--- src/rtl/dual_interval_timer.sv ---
module dual_interval_timer (
  input  logic        clk,
  input  logic        rst_n,
  input  logic        tick_en,
  input  logic        wr_en,
  input  logic        rd_en,
  input  logic [3:0]  reg_sel,
  input  logic [7:0]  wr_data,
  output logic [7:0]  rd_data,
  output logic [15:0] t1_count,
  output logic [15:0] t1_latch,
  output logic [15:0] t2_count,
  output logic [7:0]  t2_latch_lo,
  output logic [7:0]  aux_ctrl,
  output logic        t1_evt,
  output logic        t2_evt,
  output logic        t1_clr,
  output logic        t2_clr
);
  localparam logic [3:0] IX_T1C_LO = 4'd4;
  localparam logic [3:0] IX_T1C_HI = 4'd5;
  localparam logic [3:0] IX_T1L_LO = 4'd6;
  localparam logic [3:0] IX_T1L_HI = 4'd7;
  localparam logic [3:0] IX_T2_LO  = 4'd8;
  localparam logic [3:0] IX_T2_HI  = 4'd9;
  localparam logic [3:0] IX_AUX    = 4'd11;
  localparam logic [1:0] MODE_CONT = 2'b01;

  logic        t2_armed;
  logic [15:0] t1_next, t2_next;

  wire w_lo1  = wr_en && (reg_sel == IX_T1C_LO || reg_sel == IX_T1L_LO);
  wire w_ld1  = wr_en && reg_sel == IX_T1C_HI;
  wire w_hi1  = wr_en && reg_sel == IX_T1L_HI;
  wire w_lo2  = wr_en && reg_sel == IX_T2_LO;
  wire w_hi2  = wr_en && reg_sel == IX_T2_HI;
  wire w_aux  = wr_en && reg_sel == IX_AUX;
  wire cont1  = aux_ctrl[7:6] == MODE_CONT;

  assign t1_next = (t1_count == 16'hFFFF) ? t1_latch : t1_count - 16'd1;
  assign t2_next = t2_count - 16'd1;

  assign t1_clr = w_ld1 || w_hi1 || (rd_en && reg_sel == IX_T1C_LO);
  assign t2_clr = rd_en && reg_sel == IX_T2_LO;

  always_comb begin
    case (reg_sel)
      IX_T1C_LO: rd_data = t1_count[7:0];
      IX_T1C_HI: rd_data = t1_count[15:8];
      IX_T1L_LO: rd_data = t1_latch[7:0];
      IX_T1L_HI: rd_data = t1_latch[15:8];
      IX_T2_LO:  rd_data = t2_count[7:0];
      IX_T2_HI:  rd_data = t2_count[15:8];
      IX_AUX:    rd_data = aux_ctrl;
      default:   rd_data = 8'h00;
    endcase
  end

  always_ff @(posedge clk) begin
    if (!rst_n) begin
      t1_count    <= 16'hFFFF;
      t1_latch    <= 16'hFFFF;
      t2_count    <= 16'hFFFF;
      t2_latch_lo <= 8'h00;
      aux_ctrl    <= 8'h00;
      t2_armed    <= 1'b0;
      t1_evt      <= 1'b0;
      t2_evt      <= 1'b0;
    end else begin
      t1_evt <= 1'b0;
      t2_evt <= 1'b0;

      if (w_lo1) t1_latch[7:0] <= wr_data;
      if (w_ld1 || w_hi1) t1_latch[15:8] <= wr_data;

      if (w_ld1) begin
        t1_count <= {wr_data, t1_latch[7:0]};
      end else if (tick_en) begin
        t1_count <= t1_next;
        t1_evt   <= cont1 && t1_next == 16'h0000;
      end

      if (w_lo2) begin
        t2_latch_lo <= wr_data;
        t2_count    <= {8'h00, wr_data};
        t2_armed    <= 1'b1;
      end else if (w_hi2) begin
        t2_count <= {wr_data, t2_latch_lo};
        t2_armed <= 1'b1;
      end else if (tick_en) begin
        t2_count <= t2_next;
        if (t2_armed && t2_next == 16'h0000) begin
          t2_evt   <= 1'b1;
          t2_armed <= 1'b0;
        end
      end

      if (w_aux) aux_ctrl <= wr_data;
    end
  end
endmodule

--- config.mk ---
export PLATFORM = sky130hd
export DESIGN_NAME = dual_interval_timer
export DESIGN_NICKNAME = d
export VERILOG_FILES = /design/src/rtl/dual_interval_timer.sv
export SDC_FILE = /design/constraint.sdc
export NUM_CORES = 1
export LEC_CHECK = 0
export CORE_ASPECT_RATIO = 2
export CORE_UTILIZATION = 35
export CTS_BUF_LIST = sky130_fd_sc_hd__clkbuf_4
export CTS_CLUSTER_SIZE = 12
export DETAILED_ROUTE_END_ITERATION = 8
export SLEW_MARGIN = 20
export SYNTH_ARGS = -nofsm -noshare
export SYNTH_HDL_FRONTEND = slang
export SYNTH_SLANG_ARGS = --single-unit
--- constraint.sdc ---
create_clock -name clk -period 5.4 [get_ports clk]
set_input_delay 1.62 -clock clk [delete_from_list [all_inputs] [get_ports clk]]
set_output_delay 1.62 -clock clk [all_outputs]
set_load 0.005 [all_outputs]
# ---- Word level (Yosys, flattened, before mapping)
# Cells that the tools add are included.
# W data, S select, Z words.
dict set report op_classes {
  addsub 2
  mul 0
  div_mod_pow 0
  n_lt_le_gt_ge 0
  n_eq_ne 9
  shifts 0
  mux 12
  n_bitwise 2
  n_reduce_logical 21
}
# cell count
set op_table {}
lappend op_table {{$mux W16} 6}
lappend op_table {{$pmux W8 S7} 1}
lappend op_table {{$logic_not A16 Y1} 2}
lappend op_table {{$sub A16 B1 Y16 const B} 2}
lappend op_table {{$eq A16 B16 Y1 const B} 1}
lappend op_table {{$eq A4 B3 Y1 const B} 4}
lappend op_table {{$eq A4 B4 Y1 const B} 3}
lappend op_table {{$logic_and A1 B1 Y1} 10}
lappend op_table {{$reduce_bool A3 Y1} 2}
lappend op_table {{$mux W1} 5}
lappend op_table {{$reduce_or A4 Y1} 1}
lappend op_table {{$logic_or A1 B1 Y1} 3}
lappend op_table {{$reduce_or A3 Y1} 1}
lappend op_table {{$eq A2 B1 Y1 const B} 1}
lappend op_table {{$not A1 Y1} 2}
lappend op_table {{$reduce_and A2 Y1} 1}
lappend op_table {{$reduce_bool A2 Y1} 1}
dict set report word_totals {
  reg_bits 67
  latch_bits 0
  ramBits 0
  romBits 0
  in_bits 17
  output_inout_bits 76
  elab_cells 55
  n_memories 0
}

# ---- Longest topological paths before layout
dict set report depth {
  word_depth 7
  mapped_depth 10
  ltp_nobuf 8
}

# ---- Worst setup path before layout
# Ideal clock, no wire load.
dict set report synth_timing {
  path_kind {input port to output port}
  from {input port reg_sel[0]}
  to {output port rd_data[1]}
  arrival_time_ns 2.870
  t_required_ns 3.780
  setup_slack_ns 0.910
  cell_stages 5
  n_path_buf 3
  cell_sequence {clkbuf_1 buf_1 clkbuf_1 a32oi_1 nand2_1}
}
dict set report synth_between {
  elab_chain_len 2
  word_cells_on_any_way 8
  cone_classes {eq/ne: 7; mux: 1}
}
# item line
set synth_lines {}
lappend synth_lines {{start: declaration} 7} ;# input logic [3:0] reg_sel,
lappend synth_lines {{$eq A4 B4 Y1 / $eq A4 B3 Y1 (equally long branches)} 47} ;# case (reg_sel)
lappend synth_lines {{$pmux W8 S7 (*)} 47}
lappend synth_lines {{end: declaration} 9} ;# output logic [7:0] rd_data,
# Mark *: on every way between the ends. The rest lies on a longest branch, timed or not.

# ---- Worst setup path in the final report
dict set report layout_timing {
  from {input port reg_sel[3]}
  to {output port rd_data[4]}
}
# Same word-level chain as after synthesis.

==> metrics.md <==
| Metric | Value |
|---|---|
| Status | completed |
| Lkg Pwr | around 0.0020 uW |
| Slew @ Worst Pin | 0.958 ns |
| Largest net degree at the start of global routing | 66 |
| First-pass GRT wire length | roughly 26000 um |
| Setup TNS | 0 ns |
| Max cap viols | 0 |
| Antenna violations before repair | 1 |
| Top cells by area, synth | dfxtp_1 (31%), nand2_1 (9.4%), o21ai_0 (4.7%) |
| DR vias | 4897 |
| Die W | approximately 81 um |
| Critical path class | input pin to output port |
| Net count after synthesis | about 600 |
| Synth cell count leaders | nand2_1 (109), dfxtp_1 (67), o21ai_0 (41) |
| First DRT Iteration DRCs | 326 |
| CTS tree | done |
| Clk root buf | clkbuf_4 |
| EDFF count, synth | 0 |
| Final Instance Count excl. Fillers | just over 800 |
| Fin crit share | 96.3% |
| Std cell rows | 57 |
| Max Slew Vio Count | 0 |
| Core footprint | roughly 12000 um^2 |
| Synth top area share | between 30 and 40% |
| Cell Area, Synth | around 4400 um^2 |
| Cell taking the most area after synthesis | dfxtp_1 |
| Cells after synthesis | 588 |
| Primary FF master, synth | dfxtp_1 |
| Inst Count DP | 788 |
| Clock sink total | 67 |
| Top-count cell post-synth | nand2_1 |
| Worst setup margin | about 0.2 ns |
| Area Growth Syn to Fin | 26.9% |
| Worst hold path type | flop to flop |
| IO Pins | slightly above 90 |
| Slew margin rel. | between 30% and 40% |
| Sequential-to-total area share from yosys stat | roughly 30% |
| Flop2flop setup slack | approximately 2.4 ns |
| Final WL | 17600 um |
| Post-synth cell types | 58 |
| Vias/cell | approximately 6.1 |
| Chip height | 160 um |
| Setup Skew | 0.0324 ns |
| ANT nets after route | 0 |
| Synthesized area per cell | roughly 7.4 um^2 |
| Cell Pwr Density | roughly 220 nW/um^2 |
| DR WL/cell | approximately 22 um |
| # port buffers | 92 |
| Crit path required time | between 3 and 4 ns |
| CTS buffer count | 9 |
| Layout cells sized above 1 | under 10% |
| Asr flop ratio synth | 0% |
| Hold slack | slightly below 0.5 ns |
| Synth Warn # | 0 |
| Post-Place Worst Slack | 0.122 ns |
| H-tree depth | 3 |
| Die area | between 10000 and 15000 um^2 |
| Footprint of the multi-input gates | 2760 um^2 |
| Vias in the first global route | approximately 4600 |
| Crit. End Element | output port |
| Register area | roughly 1300 um^2 |
| RSZ-0062 raised after global routing | false |
| Critical Path Source Type | input pin |
| Worst IR Drop VDD | ~0.00013 V |
| Worst-Skew Late Latency | roughly 0.44 ns |
| Starting density of the core | approximately 36% |
| Drt pass-1 iters | 7 |
| Post-DP HPWL | 13000 um |
| Period minus WS final | approximately 5.2 ns |
| CP Max Fanout | 11 |
| GRT Util Overall | 27.9% |
| CTS Hold Bufs | 0 |
| Global route overflow | 0 |
| Seq cells post-synth | 67 |
| Fill count | roughly 1300 |
| Fmax | about 190 MHz |
| Longest Clk Path Bufs | 2 |
| Endpoints failing setup | 0 |
| Critical path arrival | about 3.6 ns |
| DRC | 0 |
| Worst-path clk slew | 0.13 ns |
| GP Congestion | roughly 1.0 |
| Fin nets | 673 |
| Final hold vios | 0 |
| Post-CTS Setup Bufs | 0 |
report_power, final:
part | total [uW] | switching (uW) | internal (uW)
combinational | 251 | 132 | 119
clock | 399 | 208 | 191
sequential | 561 | 47.3 | 513
layout by cell type (no fill, tap or decap), types with 6 or more instances in the layout:
master and instances:
nand2_1 109, clkdlybuf4s50_1 91, dfxtp_1 67, o21ai_0 41, nand3_1 40, nor2_1 37
o211ai_1 21, xnor2_1 21, a21boi_0 16, buf_4 16, nor3_1 15, a22oi_1 14
mux2_2 13, a21oi_1 12, nand4_1 12, inv_1 11, mux2i_1 10, nor4_1 9
clkbuf_4 9, nor4b_1 6
state kept, by name (all words and copies together), names as in the netlist:
register	flops
t1_count	16
t1_latch	16
t2_count	16
aux_ctrl	8
t2_latch_lo	8
t1_evt	1
t2_armed	1
t2_evt	1
what timing repair did:
item                                   4_1_cts  5_1_grt
endpoints found under the hold margin        0        0
setup endpoints to repair                    0        2
resized for setup                            0        1
worst paths after layout:
path	from	end	cells after the start
max	reg_sel[3]	rd_data[4]	6
min	aux_ctrl[3]$_SDFFE_PN0P_	aux_ctrl[3]$_SDFFE_PN0P_	2
max reg2reg	t1_count[0]$_SDFFE_PN1P_	t1_evt$_SDFF_PP0_	7
min reg2reg	aux_ctrl[3]$_SDFFE_PN0P_	aux_ctrl[3]$_SDFFE_PN0P_	2
worst max-delay path: stages:
cell	delay, ns
clkdlybuf4s50_1	0.55
nor2b_1	0.28
and3_2	0.37
a22oi_1	0.13
nand2_1	0.12
clkdlybuf4s50_1	0.51
logic make-up after synthesis:
| logic type | synth area share, % |
|---|---|
| AO/OA/AOI/OAI | 21.9 |
| XOR/XNOR | 5.21 |
| adder cells (fa/ha/maj) | 1.14 |
| buffers and inverters | 6.47 |
| flip-flops | 30.7 |
| multiplexers | 5.64 |
| AND/OR/NAND/NOR | 29.0 |
per-layer routing:
metal / up-vias / GRT usage, % / part of all wire, %
li1: 2240 / - / -
met1: 2359 / 28.5 / 36
met2: 229 / 49.2 / 52
met3: 69 / 3.83 / 4.6
met4: 0 / 20.7 / 7.4
met5: - / 0 / 0
cell type report:
class	instances	area share, %
antenna	1	0.0451
clock buffer	9	1.22
clock inverter	7	1.80
inverter	11	0.744
multi-input combinational	454	49.7
sequential	67	24.2
tap	147	3.32
timing repair buffer	109	19.0
through the flow:
| step | utilization (%) | instance area (um^2) | power [uW] |
|---|---|---|---|
| 6_report | 45.8 | 5550 | 1210 |
| 4_1_cts | 45.7 | 5540 | 1220 |
| 5_1_grt | 45.8 | 5550 | 1260 |
| 3_3_place_gp | 44.3 | 5370 | 815 |
| 2_1_floorplan | - | 4370 | 689 |
| 3_5_place_dp | 44.3 | 5380 | 818 |
Power figures use the tool's default switching activity.
